### src/rtl/frac_baud_gen.sv
module frac_baud_gen #(
  parameter int DIV_W = 16
) (
  input  logic             clk,
  input  logic             rst_n,
  input  logic             cfg_write,
  input  logic [DIV_W-1:0] cfg_div,
  input  logic [15:0]      cfg_slot,
  output logic             tick_16x,
  output logic             bit_end
);
  localparam int SLOTS = 16;
  localparam int IDX_W = $clog2(SLOTS);
  localparam int CNT_W = DIV_W + 1;

  logic [DIV_W-1:0] div_q;
  logic [SLOTS-1:0] slot_q;
  logic [CNT_W-1:0] cnt_q, limit;
  logic [IDX_W-1:0] idx_q;

  assign limit    = {1'b0, div_q} + CNT_W'(slot_q[idx_q]);
  assign tick_16x = rst_n && (cnt_q == limit);
  assign bit_end  = tick_16x && (idx_q == IDX_W'(SLOTS - 1));

  always_ff @(posedge clk or negedge rst_n) begin
    if (!rst_n) begin
      div_q  <= '0;
      slot_q <= '0;
      cnt_q  <= '0;
      idx_q  <= '0;
    end else if (cfg_write) begin
      div_q  <= cfg_div;
      slot_q <= cfg_slot;
      cnt_q  <= '0;
      idx_q  <= '0;
    end else if (cnt_q == limit) begin
      cnt_q  <= '0;
      idx_q  <= idx_q + 1'b1;
    end else begin
      cnt_q  <= cnt_q + 1'b1;
    end
  end

  AST_CNT_BOUND: assert property (@(posedge clk) disable iff (!rst_n)
    cnt_q <= limit);
  AST_TICK_GAP: assert property (@(posedge clk) disable iff (!rst_n)
    (tick_16x && !cfg_write && div_q != '0) |=> !tick_16x);
  AST_IDX_STEP: assert property (@(posedge clk) disable iff (!rst_n)
    (tick_16x && !cfg_write) |=> idx_q == $past(idx_q) + 1'b1);
  AST_IDX_HOLD: assert property (@(posedge clk) disable iff (!rst_n)
    (!tick_16x && !cfg_write) |=> $stable(idx_q));
  AST_RESTART: assert property (@(posedge clk) disable iff (!rst_n)
    cfg_write |=> !bit_end);
  AST_CFG_HOLD: assert property (@(posedge clk) disable iff (!rst_n)
    !cfg_write |=> ($stable(div_q) && $stable(slot_q)));
endmodule

### config.mk
export PLATFORM = sky130hd
export DESIGN_NAME = frac_baud_gen
export DESIGN_NICKNAME = d
export VERILOG_FILES = /design/src/rtl/frac_baud_gen.sv
export SDC_FILE = /design/constraint.sdc
export NUM_CORES = 1
export LEC_CHECK = 0
export ABC_CLOCK_PERIOD_IN_PS = 5800
export BUFFER_PORTS_ARGS = -buffer_cell sky130_fd_sc_hd__buf_4
export CORE_UTILIZATION = 55
export DETAILED_ROUTE_END_ITERATION = 10
export PLACE_DENSITY = 0.76
export SLEW_MARGIN = 25
export SYNTH_ARGS = -nofsm -noshare
export SYNTH_HDL_FRONTEND = slang
export SYNTH_SLANG_ARGS = --single-unit
### constraint.sdc
create_clock -name clk -period 5.8 [get_ports clk]
set_clock_uncertainty 0.15 [all_clocks]
set_input_delay 0.87 -clock clk [delete_from_list [all_inputs] [get_ports clk]]
set_output_delay 0.87 -clock clk [all_outputs]
set_load 0.01 [all_outputs]
==> out/results.tsv, run 1 <==
stage	metric	value	unit
status	status	finished clean	
clock_tree	hold_buffers	0	
clock_tree	numCtsBuffers	5	
cells_and_area	drive_gt1_frac	0.296	
timing	min_period_over_period	0.876	
cells_and_area	final_cell_area	3270	um2
timing	tightest_slew	0.970	ns
yosys	synth.largest_area_cell	dfrtp_1	
yosys	ys.flop_type	dfrtp_1	
yosys	synthArstFlopShare	1.00	
timing	slew_headroom	0.351	
die	dieArea	5530	um2
drt	routed_wl	5460	um
placement	port_buffers	36	
timing	min_period	5.08	ns
placement	hpwlAfterDp	3880	um
clock_tree	clk_latency	0.31	ns
clock_tree	cts_buffer_depth	2	
clock_tree	cts_tree	done	
clock_tree	cts.clk_slew.worst_paths	0.09	ns
timing	setup_viol	0	
global_route	grt_pass1_wl	9690	um
min_path	min_path_type	register to register	
clock_tree	h-tree-depth	2	
timing	slew_violations	0	
critical_path	cp.arrival	4.06	ns
drt	first_pass_iters	4	
timing	tns	0	ns
drt	drc_errors	0	
timing	worst_slack	0.718	ns
global_route	grt_overflow	0	
clock_tree	postCtsSetupBuffers	0	
critical_path	end_kind	output pin	
critical_path	path_class	register to output pin	
drt	vias_per_cell	5.68	
critical_path	startpoint_type	register	
global_route	grt_max_degree	56	
power_and_ir_drop	total_power	725	uW
drt	drt_iter0_markers	128	
cells_and_area	final_core_util	0.670	
die	core	4880	um2
global_route	grt_pass1_vias	2050	
die	io_pins	37	
yosys	syn_avg_cell_area	11.2	um2
clock_tree	ctsResizeCount	0	
cells_and_area	mostFrequentLayoutCells	dfrtp_1, buf_4, mux2_2	
placement	place_congestion	0.795	
yosys	yosys-top-cells-area	dfrtp_1, mux2_2, xnor2_1, xor2_1, mux4_2	
yosys	synth-seq-cells	53	
yosys	synth-seq-area-share	0.461	
die	num_rows	25	
yosys	synth_cell_types	37	
yosys	yosysWarningCount	0	
drt	ant_nets	0	
drt	via_count	2035	
cells_and_area	layout_commonest_cell	dfrtp_1	
placement	dpl_cell_area	3190	um2
timing	hold_violations	0	
cells_and_area	num_antenna_cells	0	
power_and_ir_drop	powerDensity	222	nW/um2
timing	max_freq	0.197	GHz
die	die_w	74.4	um
critical_path	worst_ep_required_time	4.78	ns
drt	wl_per_cell	15.2	um
placement	dpl_worst_slack	1.04	ns
clock_tree	cts-root-buf	clkbuf_8	
run	cap_violations	0	
yosys	synth_nets	296	
power_and_ir_drop	peakVddDrop	0.000164	V
yosys	synth_cells	257	
yosys	synth_top_area_frac	0.461	
power_and_ir_drop	power.leakage	1.41	nW
clock_tree	clock_sinks	53	
global_route	antenna_found_initial	0	
cells_and_area	finalNetCount	329	
critical_path	crit_path_max_fanout	8	
yosys	synth_edf_count	0	
die	die_h	74.4	um
global_route	track_usage	0.235	
timing	rsz0062_at_grt	no	
cells_and_area	area_growth	13.6	%
die	start_util	0.590	
yosys	syn_area	2880	um2
==> worst paths after layout <==
kind                                            start                     to  slack, ns  cells after the start
worst max-delay path             idx_q[0]$_DFFE_PN0P_                bit_end       0.72                     11
worst min-delay path            slot_q[3]$_DFFE_PN0P_  slot_q[3]$_DFFE_PN0P_       0.37                      1
worst max register to register   idx_q[0]$_DFFE_PN0P_     cnt_q[4]$_DFF_PN0_       1.44                     10
worst min register to register  slot_q[3]$_DFFE_PN0P_  slot_q[3]$_DFFE_PN0P_       0.37                      1
max in group asynchronous                       rst_n    cnt_q[10]$_DFF_PN0_       4.61                      1
min in group asynchronous                       rst_n   div_q[1]$_DFFE_PN0P_       0.44                      1
==> power breakdown <==
part	switching [mW]	internal [mW]	total, mW
Combinational	0.0479	0.0583	0.106
Clock	0.117	0.0839	0.201
Sequential	0.0253	0.393	0.418
==> logic make-up (layout without fill, tap and decap cells) <==
kind of cell | count (synthesis) | after routing | synth area share
fa+ha+maj | 4 | 4 | 0.0174
simple gates | 96 | 96 | 0.182
buf+inv | 16 | 50 | 0.0239
xor+xnor | 37 | 37 | 0.113
mux | 37 | 37 | 0.164
flops | 53 | 53 | 0.461
compound gates | 14 | 14 | 0.0396
==> worst max-delay path, stage by stage, from the launching register on <==
cell and delay, ns:
dfrtp_1 0.55, mux4_2 0.56, mux4_2 0.49, ha_1 0.24, ha_1 0.22, nand3_1 0.21
nor4_1 0.10, or3_1 0.36, a22o_1 0.28, nor4_4 0.39, and3_1 0.23, buf_4 0.12
==> metrics by stage <==
step           hold WS (ns)  cells
3_3_place_gp          0.346    350
5_1_grt               0.379    358
6_report              0.368    358
2_1_floorplan         0.325    257
3_5_place_dp          0.347    350
4_1_cts               0.369    358
==> final cells by class <==
class | instances | area (um2)
multi-input cells | 188 | 1480
fillers | 423 | 1610
flip-flops and latches | 53 | 1330
well taps | 67 | 83.8
clock buffers | 6 | 72.6
repair buffers | 36 | 270
clock inverters | 2 | 10.0
inverters | 6 | 22.5
==> flip-flops by register name (all words and copies together), names as in the netlist <==
signal and count:
div_q 16, idx_q 4, slot_q 16, cnt_q 17
==> per-layer routing <==
metal / global-route usage / wire length [um] / up-vias
li1: - / - / 973
met1: 0.329 / 2650 / 1005
met2: 0.364 / 2450 / 50
met3: 0.0528 / 275 / 7
met4: 0.0839 / 82 / 0
met5: 0 / 0 / -
==> Yosys cell counts, drive strengths merged, types with 2 or more instances <==
cell,number
nor4,8
or3,3
and2,3
nand4,9
xnor2,21
ha,4
nand3,12
mux4,5
buf,2
nor2b,3
nand2,14
xor2,16
dfrtp,53
nor3,3
nor2,29
and4,3
mux2,31
and3,5
inv,6
clkbuf,8
o21ai,7
(Power assumes the default switching activity.)
==> run 2, diff against run 1 <==
--- a/config.mk
+++ b/config.mk
@@ -6,10 +6,11 @@
 export NUM_CORES = 1
 export LEC_CHECK = 0
 export ABC_CLOCK_PERIOD_IN_PS = 5800
-export BUFFER_PORTS_ARGS = -buffer_cell sky130_fd_sc_hd__buf_4
 export CORE_UTILIZATION = 55
+export CTS_CLUSTER_DIAMETER = 40
 export DETAILED_ROUTE_END_ITERATION = 10
-export PLACE_DENSITY = 0.76
+export DONT_BUFFER_PORTS = 1
+export PLACE_DENSITY = 0.7
 export SLEW_MARGIN = 25
 export SYNTH_ARGS = -nofsm -noshare
 export SYNTH_HDL_FRONTEND = slang
==> run 2 against run 1 <==
Net effect: flip-flop and latch count stayed put; utilization is 4.9 points lower; worst hold slack worse by 0.27 ns; highest routed layer unchanged.
==> out/results.tsv, run 2 (same netlist as run 1, synthesis figures left out) <==
stage	metric	value	unit	change
clock_tree	cts.clk_slew.worst_paths	0.10	ns	about the same
placement	dpl_cell_area	2920	um2	-8.5%
clock_tree	cts-root-buf	clkbuf_8		
cells_and_area	largest_reg_flops	17		unchanged
critical_path	crit_path_max_fanout	8		unchanged
critical_path	cp.arrival	3.99	ns	-0.07 ns
run	cap_violations	0		unchanged
drt	vias_per_cell	5.83		+2.5%
cells_and_area	largestRegisters	cnt_q x17, div_q x16, slot_q x16		
clock_tree	h-tree-depth	2		unchanged
clock_tree	ctsResizeCount	0		unchanged
placement	place_congestion	0.829		+4.2%
clock_tree	hold_buffers	0		unchanged
critical_path	startpoint_type	register		
drt	drt_iter0_markers	93		-27%
power_and_ir_drop	peakVddDrop	0.000135	V	-18%
clock_tree	clk_latency	0.31	ns	about the same
cells_and_area	seq_area	1330	um2	unchanged
timing	hold_violations	0		unchanged
global_route	grt_max_degree	56		unchanged
global_route	antenna_found_initial	0		unchanged
drt	via_count	1877		-7.8%
placement	dpl_worst_slack	1.12	ns	+0.0877 ns
cells_and_area	final_cell_area	3030	um2	-7.4%
critical_path	path_class	register to output pin		
cells_and_area	layout_commonest_cell	dfrtp_1		
global_route	grt_overflow	0		unchanged
drt	first_pass_iters	4		unchanged
cells_and_area	mostFrequentLayoutCells	dfrtp_1, mux2_2, nor2_1		
drt	routed_wl	5180	um	-5.1%
critical_path	max_stage_delay	0.56	ns	about the same
power_and_ir_drop	power.leakage	1.25	nW	-12%
drt	ant_nets	0		unchanged
power_and_ir_drop	p_int	567	uW	+6.0%
die	io_pins	37		unchanged
placement	hpwlAfterDp	3760	um	-3.2%
status	status	finished clean		
timing	min_period_over_period	0.865		-0.0116
min_path	min_path_type	input port to async pin		
timing	max_freq	0.199	GHz	+1.3%
critical_path	worst_ep_required_time	4.78	ns	about the same
global_route	track_usage	0.215		-0.0202
placement	port_buffers	0		-100%
clock_tree	cts_buffer_depth	2		unchanged
clock_tree	numCtsBuffers	5		unchanged
clock_tree	postCtsSetupBuffers	0		unchanged
cells_and_area	fillers	421		-0.47%
timing	rsz0062_at_grt	no		
drt	drc_errors	0		unchanged
critical_path	end_kind	output pin		
die	die_w	74.4	um	unchanged
timing	setup_viol	0		unchanged
die	dieArea	5530	um2	unchanged
critical_path	path_cells	mux4_2, mux4_2, ha_1, ha_1, nand3_1, nor4_1, or3_1, a22o_1, nor4_4, and3_1		
timing	tightest_slew	0.950	ns	-0.0198 ns
cells_and_area	multi_input_area	1480	um2	unchanged
timing	tns	0	ns	unchanged
cells_and_area	drive_gt1_frac	0.196		-0.0995
cells_and_area	top_register	cnt_q		
timing	slew_headroom	0.364		+0.0132
power_and_ir_drop	clkPwrFrac	0.335		+0.058
global_route	grt_pass1_wl	8810	um	-9.0%
clock_tree	cts_tree	done		
power_and_ir_drop	seq_power_share	0.560		-0.017
cells_and_area	area_growth	5.17	%	
cells_and_area	num_antenna_cells	0		unchanged
die	die_h	74.4	um	unchanged
die	start_util	0.590		unchanged
die	num_rows	25		unchanged
timing	min_period	5.01	ns	-0.0674 ns
cells_and_area	finalNetCount	293		-11%
clock_tree	clock_sinks	53		unchanged
critical_path	cpMaxStageDelayCell	mux4_2		
power_and_ir_drop	comb_power_share	0.105		-0.041
die	core	4880	um2	unchanged
global_route	grt_pass1_vias	1838		-10%
power_and_ir_drop	p_sw_frac	0.238		-0.0243
timing	slew_violations	0		unchanged
timing	worst_slack	0.785	ns	+0.0674 ns
power_and_ir_drop	p_sw	177	uW	-6.9%
critical_path	ff2ff_path_depth	10		unchanged
power_and_ir_drop	powerDensity	246	nW/um2	+11%
drt	wl_per_cell	16.1	um	+5.5%
[run 2: area by class of cell]
type / instances / share of cell area
clock inverters: 2 / 0.0128
inverters: 6 / 0.00744
flip-flops and latches: 53 / 0.438
well taps: 67 / 0.0277
multi-input cells: 188 / 0.490
clock buffers: 6 / 0.0240
[run 2: worst paths after layout]
kind,slack [ns],end,startpoint
setup / recovery,0.79,bit_end,idx_q[0]$_DFFE_PN0P_
hold / removal,0.09,idx_q[0]$_DFFE_PN0P_,rst_n
setup reg to reg,1.48,cnt_q[2]$_DFF_PN0_,idx_q[0]$_DFFE_PN0P_
hold reg to reg,0.37,slot_q[14]$_DFFE_PN0P_,slot_q[14]$_DFFE_PN0P_
max in group asynchronous,5.31,div_q[6]$_DFFE_PN0P_,rst_n
min in group clk,0.37,slot_q[14]$_DFFE_PN0P_,slot_q[14]$_DFFE_PN0P_
[run 2: power groups by stage]
stage | Clock, mW | Sequential, mW | Combinational (mW)
after detailed placement | 0 | 0.424 | 0.0780
after CTS | 0.257 | 0.417 | 0.0790
final | 0.249 | 0.416 | 0.0783
after global placement | 0 | 0.425 | 0.0756
after floorplan | 0 | 0.417 | 0.0725
after global routing | 0.271 | 0.421 | 0.0864
[run 2: per-stage QoR]
| step | power (mW) | utilization | cells | hold slack (ns) |
|---|---|---|---|---|
| 2_1_floorplan | 0.489 | - | 257 | 0.325 |
| 3_3_place_gp | 0.501 | 0.598 | 314 | 0.344 |
| 3_5_place_dp | 0.502 | 0.598 | 314 | 0.343 |
| 4_1_cts | 0.753 | 0.621 | 322 | 0.0793 |
| 5_1_grt | 0.778 | 0.621 | 322 | 0.0719 |
| 6_report | 0.744 | 0.621 | 322 | 0.0926 |
[run 2: per-layer routing]
metal | share of wire | track usage | up-vias
met5 | 0 | 0 | -
met1 | 0.49 | 0.312 | 931
met3 | 0.040 | 0.0501 | 9
met4 | 0.018 | 0.0818 | 0
li1 | - | - | 905
met2 | 0.45 | 0.317 | 32
[run 2: worst max-delay path: cells and delay by family (launching register included)]
kind | cells | cell delay [ns]
multiplexers | 2 | 1.04
adder cells (fa/ha/maj) | 2 | 0.46
AO/OA/AOI/OAI | 1 | 0.27
flip-flops | 1 | 0.55
AND/OR/NAND/NOR | 5 | 1.37
